**config.mk**
```make
export PLATFORM = sky130hd
export DESIGN_NAME = idu_dispatch
export DESIGN_NICKNAME = d
export VERILOG_FILES = /design/src/rtl/idu_pkg.sv /design/src/rtl/idu_req_reg.sv /design/src/rtl/idu_prio_pick.sv /design/src/rtl/idu_master_en.sv /design/src/rtl/idu_dispatch.sv
export SDC_FILE = /design/constraint.sdc
export NUM_CORES = 1
export LEC_CHECK = 0
export CORE_ASPECT_RATIO = 0.8
export CORE_MARGIN = 4
export CORE_UTILIZATION = 33
export CTS_CLUSTER_SIZE = 24
export DETAILED_ROUTE_END_ITERATION = 7
export PLACE_DENSITY = 0.83
export SYNTH_ARGS = -nofsm -noshare
export SYNTH_HDL_FRONTEND = slang
export SYNTH_SLANG_ARGS = --single-unit
```
**constraint.sdc**
```tcl
create_clock -name clk -period 2.3 [get_ports clk]
set_clock_uncertainty 0.1 [all_clocks]
set_input_delay 0.69 -clock clk [delete_from_list [all_inputs] [get_ports clk]]
set_output_delay 0.69 -clock clk [all_outputs]
set_load 0.05 [all_outputs]
```
**src/rtl/idu_pkg.sv**
```systemverilog
package idu_pkg;

   // Handler address of a source from its index.
   function automatic int unsigned vec_addr(input int unsigned base,
                                            input int unsigned stride,
                                            input int unsigned idx);
      return base + stride * idx;
   endfunction

endpackage

```
**src/rtl/idu_req_reg.sv**
```systemverilog
module idu_req_reg #(
   parameter int N = 5
) (
   input  logic         clk,
   input  logic         rst_n,
   input  logic         wr_en,
   input  logic [N-1:0] wr_bits,
   input  logic [N-1:0] clr_bits,
   input  logic [N-1:0] set_bits,
   output logic [N-1:0] q
);
   // Per-bit precedence: pulse set, then dispatch clear, then bus write.
   for (genvar i = 0; i < N; i++) begin : g_bit
      always_ff @(posedge clk) begin
         if (!rst_n)           q[i] <= 1'b0;
         else if (set_bits[i]) q[i] <= 1'b1;
         else if (clr_bits[i]) q[i] <= 1'b0;
         else if (wr_en)       q[i] <= wr_bits[i];
      end
   end
endmodule

```
**src/rtl/idu_prio_pick.sv**
```systemverilog
module idu_prio_pick #(
   parameter int N     = 5,
   localparam int IDX_W = (N > 1) ? $clog2(N) : 1
) (
   input  logic [N-1:0]     cand,
   output logic [N-1:0]     grant,
   output logic [IDX_W-1:0] idx,
   output logic             any
);
   logic [N:0] blocked;
   assign blocked[0] = 1'b0;

   for (genvar i = 0; i < N; i++) begin : g_chain
      assign grant[i]     = cand[i] & ~blocked[i];
      assign blocked[i+1] = blocked[i] | cand[i];
   end

   assign any = blocked[N];

   always_comb begin
      idx = '0;
      for (int i = 0; i < N; i++) begin
         if (grant[i]) idx = IDX_W'(i);
      end
   end
endmodule

```
**src/rtl/idu_master_en.sv**
```systemverilog
module idu_master_en (
   input  logic clk,
   input  logic rst_n,
   input  logic set_req,
   input  logic clr_req,
   input  logic take,
   output logic q
);
   always_ff @(posedge clk) begin
      if (!rst_n)                q <= 1'b0;
      else if (take || clr_req)  q <= 1'b0;
      else if (set_req)          q <= 1'b1;
   end
endmodule

```
**src/rtl/idu_dispatch.sv**
```systemverilog
module idu_dispatch #(
   parameter int          NUM_SRC    = 5,
   parameter int          ADDR_W     = 16,
   parameter int          DATA_W     = 8,
   parameter logic [15:0] REQ_ADDR   = 16'hFF0F,
   parameter logic [15:0] EN_ADDR    = 16'hFFFF,
   parameter int          VEC_BASE   = 'h40,
   parameter int          VEC_STRIDE = 8
) (
   input  logic               clk,
   input  logic               rst_n,
   input  logic [ADDR_W-1:0]  bus_addr,
   input  logic               bus_wr,
   input  logic [DATA_W-1:0]  bus_wdata,
   output logic [DATA_W-1:0]  bus_rdata,
   input  logic [NUM_SRC-1:0] src_pulse,
   input  logic               dec_di,
   input  logic               dec_ei,
   input  logic               dec_reti,
   input  logic               insn_boundary,
   output logic               dispatch_valid,
   output logic [ADDR_W-1:0]  dispatch_vector,
   output logic               ime
);
   localparam int IDX_W = (NUM_SRC > 1) ? $clog2(NUM_SRC) : 1;
   localparam logic [ADDR_W-1:0] REQ_A = ADDR_W'(REQ_ADDR);
   localparam logic [ADDR_W-1:0] EN_A  = ADDR_W'(EN_ADDR);

   initial begin
      assert (NUM_SRC >= 1 && NUM_SRC <= DATA_W)
         else $error("NUM_SRC must lie in 1..DATA_W");
      assert (ADDR_W >= 8 && ADDR_W <= 16)
         else $error("ADDR_W must lie in 8..16");
      assert (REQ_A != EN_A)
         else $error("register addresses collide");
      assert (64'(VEC_BASE) + 64'(VEC_STRIDE) * 64'(NUM_SRC - 1) < (64'(1) << ADDR_W))
         else $error("vector table exceeds address space");
   end

   logic               wr_req, wr_en_reg;
   logic [NUM_SRC-1:0] req_q;
   logic [DATA_W-1:0]  en_q;
   logic               ime_q;
   logic [NUM_SRC-1:0] eligible;
   logic [NUM_SRC-1:0] grant;
   logic [IDX_W-1:0]   pick_idx;
   logic               pick_any;
   logic               take;

   assign wr_req    = bus_wr && (bus_addr == REQ_A);
   assign wr_en_reg = bus_wr && (bus_addr == EN_A);

   // Enable register keeps the full data width.
   always_ff @(posedge clk) begin
      if (!rst_n)         en_q <= '0;
      else if (wr_en_reg) en_q <= bus_wdata;
   end

   assign eligible = req_q & en_q[NUM_SRC-1:0] & {NUM_SRC{ime_q}};

   idu_prio_pick #(.N(NUM_SRC)) u_pick (
      .cand  (eligible),
      .grant (grant),
      .idx   (pick_idx),
      .any   (pick_any)
   );

   assign take            = insn_boundary & pick_any;
   assign dispatch_valid  = take;
   assign dispatch_vector = ADDR_W'(idu_pkg::vec_addr(VEC_BASE, VEC_STRIDE,
                                                      int'(pick_idx)));

   idu_req_reg #(.N(NUM_SRC)) u_req (
      .clk      (clk),
      .rst_n    (rst_n),
      .wr_en    (wr_req),
      .wr_bits  (bus_wdata[NUM_SRC-1:0]),
      .clr_bits (grant & {NUM_SRC{take}}),
      .set_bits (src_pulse),
      .q        (req_q)
   );

   idu_master_en u_ime (
      .clk     (clk),
      .rst_n   (rst_n),
      .set_req (dec_ei | dec_reti),
      .clr_req (dec_di),
      .take    (take),
      .q       (ime_q)
   );

   assign ime = ime_q;

   // Read mux: unused request positions read as ones.
   logic [DATA_W-1:0] rd_req;
   always_comb begin
      rd_req              = '1;
      rd_req[NUM_SRC-1:0] = req_q;
      if (bus_addr == REQ_A)     bus_rdata = rd_req;
      else if (bus_addr == EN_A) bus_rdata = en_q;
      else                       bus_rdata = '0;
   end
endmodule

```
After elaboration in Yosys (flattened, before gate mapping)
Cells that the tools add are included.

cells by class
  reduce and logical (&&, ||, !) cells = 9
  multiplexer cells = 21
  bitwise gates (word level) = 18
  eq/ne operators = 2
  add/sub/neg operators = 1

operators with widths
  operator                                                       count
  16-bit equality test (second input constant)                   2
  1-bit two-way mux                                              16
  8-bit two-way mux                                              2
  5-bit bitwise AND                                              3
  3-bit nonzero test                                             5
  3-bit two-way mux                                              3
  7-bit by 6-bit adder with 8-bit output (first input constant)  1
  1-bit bitwise AND                                              5
  1-bit NOT                                                      5
  1-bit bitwise OR                                               5
  1-bit logical AND                                              2
  2-bit OR reduction                                             1
  1-bit logical OR                                               1

storage, ports and cells
  logic and storage cells = 58
  bits in registers = 14
  bits of input ports = 36
  output and inout bits = 26

Logic depth before layout (Yosys ltp)
Gate-level depths: netlist of run 1.

  depth after elaboration = 10
  gate-level depth with buffers = 5

By module
Synthesis of run 1 repeated with hierarchy kept, for this count alone.

second synthesis, totals
  cells, all modules = 124
  area, all modules = 1058.5 sq um

by module, submodules not included
  module         cells an instance  area each (sq um)  sequential area each (sq um)  times used
  idu_dispatch   81                 694.4              160.2                         1
  idu_req_reg    27                 241.5              100.1                         1
  idu_prio_pick  13                 83.8               0.0                           1
  idu_master_en  3                  38.8               20.0                          1

Least setup slack after synthesis of run 1
OpenSTA, ideal clock, no wires.

  path kind = in2out
  start point = input port bus_addr[4]
  end point = output port bus_rdata[0]
  path buffers = 0
  setup slack = -449 ps
  data required time = 1510 ps
  data arrival time = 1959 ps
  stages on the path = 3
  cells stage by stage = or4_4 nor3_4 a22o_1

between the ends
  word-level cells in the longest chain between the ends = 3

RTL lines
  what                   RTL line             source
  start, declared        idu_dispatch.sv:12   input logic [ADDR_W-1:0] bus_addr,
  16-bit equality test   idu_dispatch.sv:100  else if (bus_addr == EN_A) bus_rdata = en_q;
  8-bit two-way mux      idu_dispatch.sv:100
  8-bit two-way mux (*)  idu_dispatch.sv:99   if (bus_addr == REQ_A) bus_rdata = rd_req;
  end, declared          idu_dispatch.sv:15   output logic [DATA_W-1:0] bus_rdata,

Mark *: on every way between the ends. The rest lies on a longest branch, timed or not.

Final worst setup path of run 1
  start point = input port bus_addr[7]
  end point = output port bus_rdata[0]

The elaborated chain is that of the path after synthesis.

==> flow_summary.ini, run 1 <==
[critical_path]
critical_path_peak_fanout = 5
r2r_slack_ns = 0.64
critPathMaxStageDelay_ns = 0.54
crit_type = input pin to output port
timing.critical_path.buf_inv = 3
required_ns = 1.51
crit_start = bus_addr[7]
timing.critical_path.max_delay_family = simple AND/OR/NAND/NOR gates
start_kind = input pin
cp.arrival_ns = 1.94
critical_path.cell_chain = buf_6 > or4_4 > nor3_4 > buf_6 > a22o_4 > buf_12
worst_path_most_repeated_cell = buf_6
rr_startpoint = en_q[0]
crit_path_end_kind = output port
cp_slowest_cell = or4_4

[synthesis]
synth_warnings = 0
yosys-top-cells-area = dfxtp_1 (28%), buf_4 (9.7%), nand3_1 (7.0%)
synth_area_sq_um = 1002
yosysUniqueCellTypes = 29
syn_inst = 125
syn-mean-instance-area_sq_um = 8.018
synth_top_cell_by_area = dfxtp_1
synth_edf_count = 0
synth_top_area_share_pct = 27.97
synth.ff_latch_count = 14
fraction_of_registers_with_async_set_or_reset_after_synthesis_pct = 0
yosysSeqAreaShare_pct = 27.97
synthFlopType = dfxtp_1

[route]
route.final.wire_length_microns = 3409
routedWlPerCell_microns = 15.43
first_iter_violations = 66
firstDrtPassIters = 4
final_antenna_net_count = 0
drc = 0
viasPerCell = 5.398
routed-via-count = 1193

[final_layout]
areaGrowthSynthToFinish_pct = 79.28
antenna_cells = 0
nNetsFinal = 220
nFillCells = 232
fin_util_pct = 63.51
post_route_cells_drive_above_1_share_pct = 28.42
mostFrequentLayoutCells = clkdlybuf4s50_1 (18), nand3_1 (14), dfxtp_1 (14)
commonest_non_fill_non_tap_cell_in_the_layout = clkdlybuf4s50_1

[clocking]
cts_root_buffer = clkbuf_8
cts-root-to-sink-buffers = 2
clk-insertion-delay-late_ns = 0.25
clock_sinks = 14
cts-buffers-inserted = 3
cts.clk_slew.worst_paths_ns = 0.06
cts_htree_levels = 1
cts_hold_buffers = 0
tritoncts_clock_tree = built

[timing]
relSlewSlack_pct = 59.42
worst_slack_ns = -0.4269
report.final.slew_viol_count = 0
final_period_minus_worst_setup_slack_ns = 2.727
setup_repair_after_global_routing_missed_its_margin = yes
timing.final.hold_violations = 0
final.period_utilization_pct = 118.6
max_freq_mhz = 366.7
final_setup_viols = 10
worst_margin_pin_slew_ns = 0.6067
fin_tns_setup_ns = -3.331

[placed_design]
detailed_place_hpwl_microns = 2597
post-place-ws_ns = -0.7518
gpl.final_weighted_congestion = 0.8809
port_buffers = 48

[grt]
grt_antenna_before_repair = 0
pin_count_of_the_biggest_net_entering_global_routing = 18
grt_pass1_wl_microns = 5485
grt.overflow.total = 0
first_global_vias = 1217
grtUsageTotal_pct = 17.06

[job]
cap_viol_max_count = 0

[pwr]
vdd.ir_drop.worst_v = 0.0003076
overall_power_consumption_mw = 0.6630
power_density_nw_per_um2 = 369.0
power.static_leakage_nw = 0.7588

[floorplan]
die_h_microns = 57.29
std_cell_rows = 17
die_width_microns = 69.62
floorplan_die_area_sq_um = 3988
floorplan.initialDensity_pct = 35.43
ports = 62
core_footprint_sq_um = 2829

[worst_hold_path]
hp-start = en_q[5]
hold_class = flop to flop

[status]
run_status = finished, violations left
failed_checks = negative setup slack
==> flip-flops by register name (all words and copies together) (netlist names) <==
name	count
u_req.q	5
u_ime.q	1
en_q	8
==> repair_timing <==
item                       CTS  global route
setup buffers                3             0
pin swaps                   12             3
gates resized for setup     44             0
setup endpoints to repair    9            11
==> through the flow <==
stage | cells | hold slack, ns | area [sq um]
global placement | 214 | 0.3680 | 1658
detailed placement | 214 | 0.3752 | 1658
CTS | 221 | 0.3971 | 1797
finish | 221 | 0.3955 | 1797
floorplan | 136 | 0.3559 | 1057
global route | 221 | 0.4241 | 1797
==> cell usage after synthesis (all sizes together) (2+ instances only) <==
cell type / n
clkbuf: 4
dfxtp: 14
nor3: 2
a21boi: 8
nand3: 14
buf: 16
o311ai: 5
nor2: 2
a21o: 3
o2111ai: 5
and4: 6
o21ai: 8
conb: 2
and2: 3
nand2: 14
a22oi: 2
nand4: 7
a22o: 5
==> worst register-to-register path: cells and delay by family (launching register included) <==
kind / cells / cell delay [ns]
buffers and inverters: 1 / 0.14
and+or+nand+nor: 2 / 0.34
DFF: 1 / 0.36
AOI/OAI and AO/OA: 2 / 0.64
==> where the power goes <==
| group | leakage, nW | switching [mW] | internal [mW] |
|---|---|---|---|
| clock | 0.0288 | 0.0952 | 0.152 |
| sequential | 0.115 | 0.0127 | 0.252 |
| combinational | 0.615 | 0.0857 | 0.0655 |
| total | 0.759 | 0.194 | 0.469 |
==> per-layer routing <==
layer,vias to the layer above,global-route usage (%),part of all wire [%]
li1,569,-,-
met4,0,7.104,2.6
met1,545,18.60,37
met3,12,6.690,9.1
met2,67,29.89,51
met5,-,0,0
==> layout make-up <==
cell class                      count  area, sq um  area share, %
Inverter                            1        3.754         0.2089
Multi-Input combinational cell    101        709.4          39.48
Tap cell                           38        47.55          2.646
Timing Repair Buffer               63        700.7          39.00
Sequential cell                    14        280.3          15.60
Clock buffer                        4        55.05          3.064
==> cells by family (layout without fill, tap and decap cells) <==
kind of cell | after synthesis | after routing | share of synthesized area (%)
and+or+nand+nor | 50 | 50 | 29.34
AOI/OAI and AO/OA | 38 | 38 | 28.09
buffers and inverters | 21 | 68 | 13.86
DFF | 14 | 14 | 27.97
other | 2 | 13 | 0.7493
==> worst paths after layout <==
check                                    end  depth (start not counted)
worst max-delay path            bus_rdata[0]                          6
worst min register to register       en_q[5]                          2
worst max register to register       u_ime.q                          5
worst min-delay path                 en_q[5]                          2
Power figures use the tool's default switching activity.
==> inputs of run 2 (changes only) <==
CORE_ASPECT_RATIO = not set   (was 0.8)
MAX_ROUTING_LAYER = met4   (was not set)
==> run 2 against run 1 <==
Net effect: the flow still finishes with violations (negative setup slack); combinational power about the same; total power fell by 9.2%; sequential power is essentially flat; final cell count decreased by 2.3%; count of clock-buffer cells in the layout unchanged; critical endpoint is now bus_rdata[3].
==> flow_summary.ini, run 2 (synthesis gave the netlist of run 1 again) <==
[timing]
timing.final.hold_violations = 0
final_setup_viols = 8
max_freq_mhz = 366.1
final.period_utilization_pct = 118.8
setup_repair_after_global_routing_missed_its_margin = yes
final_period_minus_worst_setup_slack_ns = 2.732
worst_slack_ns = -0.4318
worst_hold_slack_ns = 0.4100
report.final.slew_viol_count = 0

[placed_design]
placed_cells = 207
gpl.final_weighted_congestion = 0.9047
detailed_place_hpwl_microns = 2459
port_buffers = 48
place_area_sq_um = 1649

[floorplan]
die_h_microns = 63.11
ports = 62
die_width_microns = 63.11
floorplan.initialDensity_pct = 35.43
std_cell_rows = 19
core_footprint_sq_um = 2829
floorplan_die_area_sq_um = 3983

[critical_path]
critical_path_peak_fanout = 4
cp.arrival_ns = 1.94
crit_path_end_kind = output port
required_ns = 1.51
crit_type = input pin to output port
start_kind = input pin

[route]
first_iter_violations = 61
final_antenna_net_count = 0
routedWlPerCell_microns = 15.68
routed-via-count = 1209
viasPerCell = 5.597
drc = 0
firstDrtPassIters = 4
route.final.wire_length_microns = 3387

[clocking]
cts.clk_slew.worst_paths_ns = 0.09
cts_htree_levels = 1
clock_sinks = 14
cts-root-to-sink-buffers = 2
cts-buffers-inserted = 3
cts_root_buffer = clkbuf_4
clk-insertion-delay-late_ns = 0.29
cts_hold_buffers = 0
tritoncts_clock_tree = built

[final_layout]
largestRegisters = en_q (8), u_req.q (5), u_ime.q (1)
nFillCells = 247
nNetsFinal = 222
antenna_cells = 0
fin_util_pct = 63.38
post_layout_nonfiller_instances = 216
commonest_non_fill_non_tap_cell_in_the_layout = clkdlybuf4s50_1
post_route_cells_drive_above_1_share_pct = 30.27
largest_register_ffs = 8
design_area_sq_um = 1793
mostFrequentLayoutCells = clkdlybuf4s50_1 (18), nand2_1 (14), nand3_1 (14), dfxtp_1 (14), buf_4 (14)
regMostFlops = en_q
areaGrowthSynthToFinish_pct = 78.90

[status]
failed_checks = negative setup slack
run_status = finished, violations left

[grt]
grt.overflow.total = 0
grtUsageTotal_pct = 16.98
grt_pass1_wl_microns = 5409
grt_antenna_before_repair = 0
pin_count_of_the_biggest_net_entering_global_routing = 25
first_global_vias = 1220

[pwr]
vdd.ir_drop.worst_v = 0.0001796
power_density_nw_per_um2 = 335.7
overall_power_consumption_mw = 0.6018
power.static_leakage_nw = 0.7475

[worst_hold_path]
hold_class = flop to flop

[job]
cap_viol_max_count = 0
==> run 2: cell count changes in the layout (fill, tap and decap cells not counted), sizes merged <==
cell	previous run	this run
buf	31	33
clkdlybuf4s15	1	2
dlygate4sd2	13	12
==> run 2: routing by layer <==
metal  vias to the layer above  share of wire [%]  GRT usage, %
li1                        572                  -             -
met1                       568                 39         18.85
met2                        67                 52         30.70
met3                         2                8.2         3.375
met4                         0               0.21         4.683
met5                         -                  0             -
==> run 2: metrics by stage <==
step,TNS [ns],setup slack (ns)
6_report,-3.263,-0.4318
5_1_grt,-3.550,-0.4618
4_1_cts,-3.778,-0.4931
3_5_place_dp,-7.894,-0.8126
3_3_place_gp,-6.752,-0.7486
2_1_floorplan,-2.309,-0.3139
==> run 2: timing repair <==
action | CTS | global route
resized for setup | 44 | 4
endpoints found under the setup margin | 11 | 11
pin swaps | 12 | 5
setup buffers | 4 | 1
==> run 2: path summary, 6_finish.rpt <==
| check | startpoint | endpoint | slack, ns | depth (start not counted) |
|---|---|---|---|---|
| worst max register to register | en_q[2] | u_ime.q | 0.69 | 5 |
| worst min-delay path | en_q[5] | en_q[5] | 0.41 | 2 |
| worst min register to register | en_q[5] | en_q[5] | 0.41 | 2 |
| worst max-delay path | bus_addr[7] | bus_rdata[3] | -0.43 | 6 |
==> run 2: report_power, final <==
| group | total (mW) | internal (mW) | switching, mW |
|---|---|---|---|
| clock network | 0.187 | 0.0966 | 0.0901 |
| registers | 0.265 | 0.252 | 0.0131 |
| logic | 0.151 | 0.0656 | 0.0850 |
==> run 2: critical path, stage by stage <==
cell	delay, ns
buf_6	0.09
or4_4	0.55
nor3_4	0.18
buf_6	0.16
a22o_4	0.14
buf_12	0.13
==> run 2: cell type report <==
| class | count | area [sq um] | share of cell area [%] |
|---|---|---|---|
| flip-flops and latches | 14 | 280.3 | 15.63 |
| inverters | 1 | 3.754 | 0.2094 |
| clock buffers | 4 | 36.28 | 2.024 |
| well taps | 31 | 38.79 | 2.163 |
| repair buffers | 65 | 721.9 | 40.27 |
| multi-input cells | 101 | 711.9 | 39.71 |
==> inputs of run 3 (changes only) <==
CORE_MARGIN = 2   (was 4)
==> run 3 against run 2 <==
Net effect: the run still ends with negative setup slack left; clock power down 5%; via count is essentially flat; count of clock-buffer cells in the layout did not move; critical endpoint is now bus_rdata[4]; largest cell class is now multi-input combinational cells; largest power group unchanged; highest routed layer unchanged.
==> flow_summary.ini, run 3 (synthesis gave the netlist of run 1 again) <==
[critical_path]
required_ns = 1.51
start_kind = input pin
crit_path_end_kind = output port
cp.arrival_ns = 1.93
critical_path_peak_fanout = 8
crit_type = input pin to output port

[pwr]
vdd.ir_drop.worst_v = 0.0001495
power.static_leakage_nw = 0.7393
power_density_nw_per_um2 = 332.1

[final_layout]
antenna_cells = 0
mostFrequentLayoutCells = clkdlybuf4s50_1 (18), nand2_1 (14), nand3_1 (14), dfxtp_1 (14)
post_route_cells_drive_above_1_share_pct = 28.96
multi_input_area_sq_um = 716.9
nNetsFinal = 220
nFillCells = 238
largestRegisters = en_q (8), u_req.q (5), u_ime.q (1)
regMostFlops = en_q
seqCellArea_sq_um = 280.3
commonest_non_fill_non_tap_cell_in_the_layout = clkdlybuf4s50_1
areaGrowthSynthToFinish_pct = 78.15
largest_register_ffs = 8

[timing]
worst_slack_ns = -0.4155
final.period_utilization_pct = 118.1
final_period_minus_worst_setup_slack_ns = 2.716
setup_repair_after_global_routing_missed_its_margin = yes
worst_hold_slack_ns = 0.4051
final_setup_viols = 8
max_freq_mhz = 368.3
timing.final.hold_violations = 0
report.final.slew_viol_count = 0

[route]
first_iter_violations = 65
final_antenna_net_count = 0
routed-via-count = 1208
viasPerCell = 5.645
route.final.wire_length_microns = 3271
drc = 0
routedWlPerCell_microns = 15.29
firstDrtPassIters = 4

[clocking]
cts-buffers-inserted = 3
tritoncts_clock_tree = built
cts_htree_levels = 1
clk-insertion-delay-late_ns = 0.28
cts-root-to-sink-buffers = 2
cts_root_buffer = clkbuf_4
cts.clk_slew.worst_paths_ns = 0.09
clock_sinks = 14
cts_hold_buffers = 0

[placed_design]
post-place-ws_ns = -0.7827
detailed_place_hpwl_microns = 2306
gpl.final_weighted_congestion = 0.8581
port_buffers = 48

[floorplan]
ports = 62
core_footprint_sq_um = 2829
die_width_microns = 59.11
floorplan.initialDensity_pct = 35.43
die_h_microns = 59.11
std_cell_rows = 19
floorplan_die_area_sq_um = 3494

[status]
run_status = finished, violations left
failed_checks = negative setup slack

[worst_hold_path]
hold_class = flop to flop

[grt]
grt_antenna_before_repair = 0
grtUsageTotal_pct = 20.39
grt.overflow.total = 0
pin_count_of_the_biggest_net_entering_global_routing = 25
grt_pass1_wl_microns = 5292
first_global_vias = 1204

[job]
cap_viol_max_count = 0
-- run 3: worst max-delay path, cell delays in order --
cell    delay (ns)
buf_6         0.09
or4_4         0.54
nor3_4        0.16
buf_12        0.16
a22o_4        0.15
buf_12        0.13
-- run 3: metrics by stage --
stage               cell area (sq um)  cells  setup TNS [ns]  util (%)  power (mW)
floorplan                        1057    136          -2.309         -      0.3610
global placement                 1639    204          -6.701     57.94      0.4162
detailed placement               1639    204          -7.681     57.94      0.4204
CTS                              1775    213          -3.705     62.76      0.5913
global route                     1785    214          -3.513     63.11      0.6144
finish                           1785    214          -3.166     63.11      0.5929
-- run 3: what timing repair did --
action                                  in CTS  in global routing
gates resized for setup                     43                  1
endpoints found under the setup margin      11                 11
buffers inserted                             5                  1
pin swaps                                   11                  6
-- run 3: layer usage --
layer  GRT usage (%)  vias to the layer above  share of wire (%)
met5               -                        -                  0
met3           3.493                        2                6.3
met2           37.14                       68                 55
met4           3.571                        0               0.31
li1                -                      572                  -
met1           23.56                      566                 38
-- run 3: worst paths after layout --
path,from,endpoint,slack [ns],cells after the start
max reg2reg,u_req.q[2],u_ime.q,0.65,5
min reg2reg,en_q[7],en_q[7],0.41,2
max,bus_addr[7],bus_rdata[4],-0.42,6
min,en_q[7],en_q[7],0.41,2
-- run 3: report_power, final --
part           internal, mW  total [mW]  switching, mW
Clock                0.0962       0.177         0.0807
Combinational        0.0649       0.150         0.0853
Sequential            0.251       0.266         0.0143
Total                 0.413       0.593          0.180
-- run 3: cell type report --
class                           count  share of cell area (%)
Multi-Input combinational cell    101                   40.15
Timing Repair Buffer               63                   39.73
Sequential cell                    14                   15.70
Tap cell                           31                   2.172
Clock buffer                        4                   2.032
Inverter                            1                  0.2102
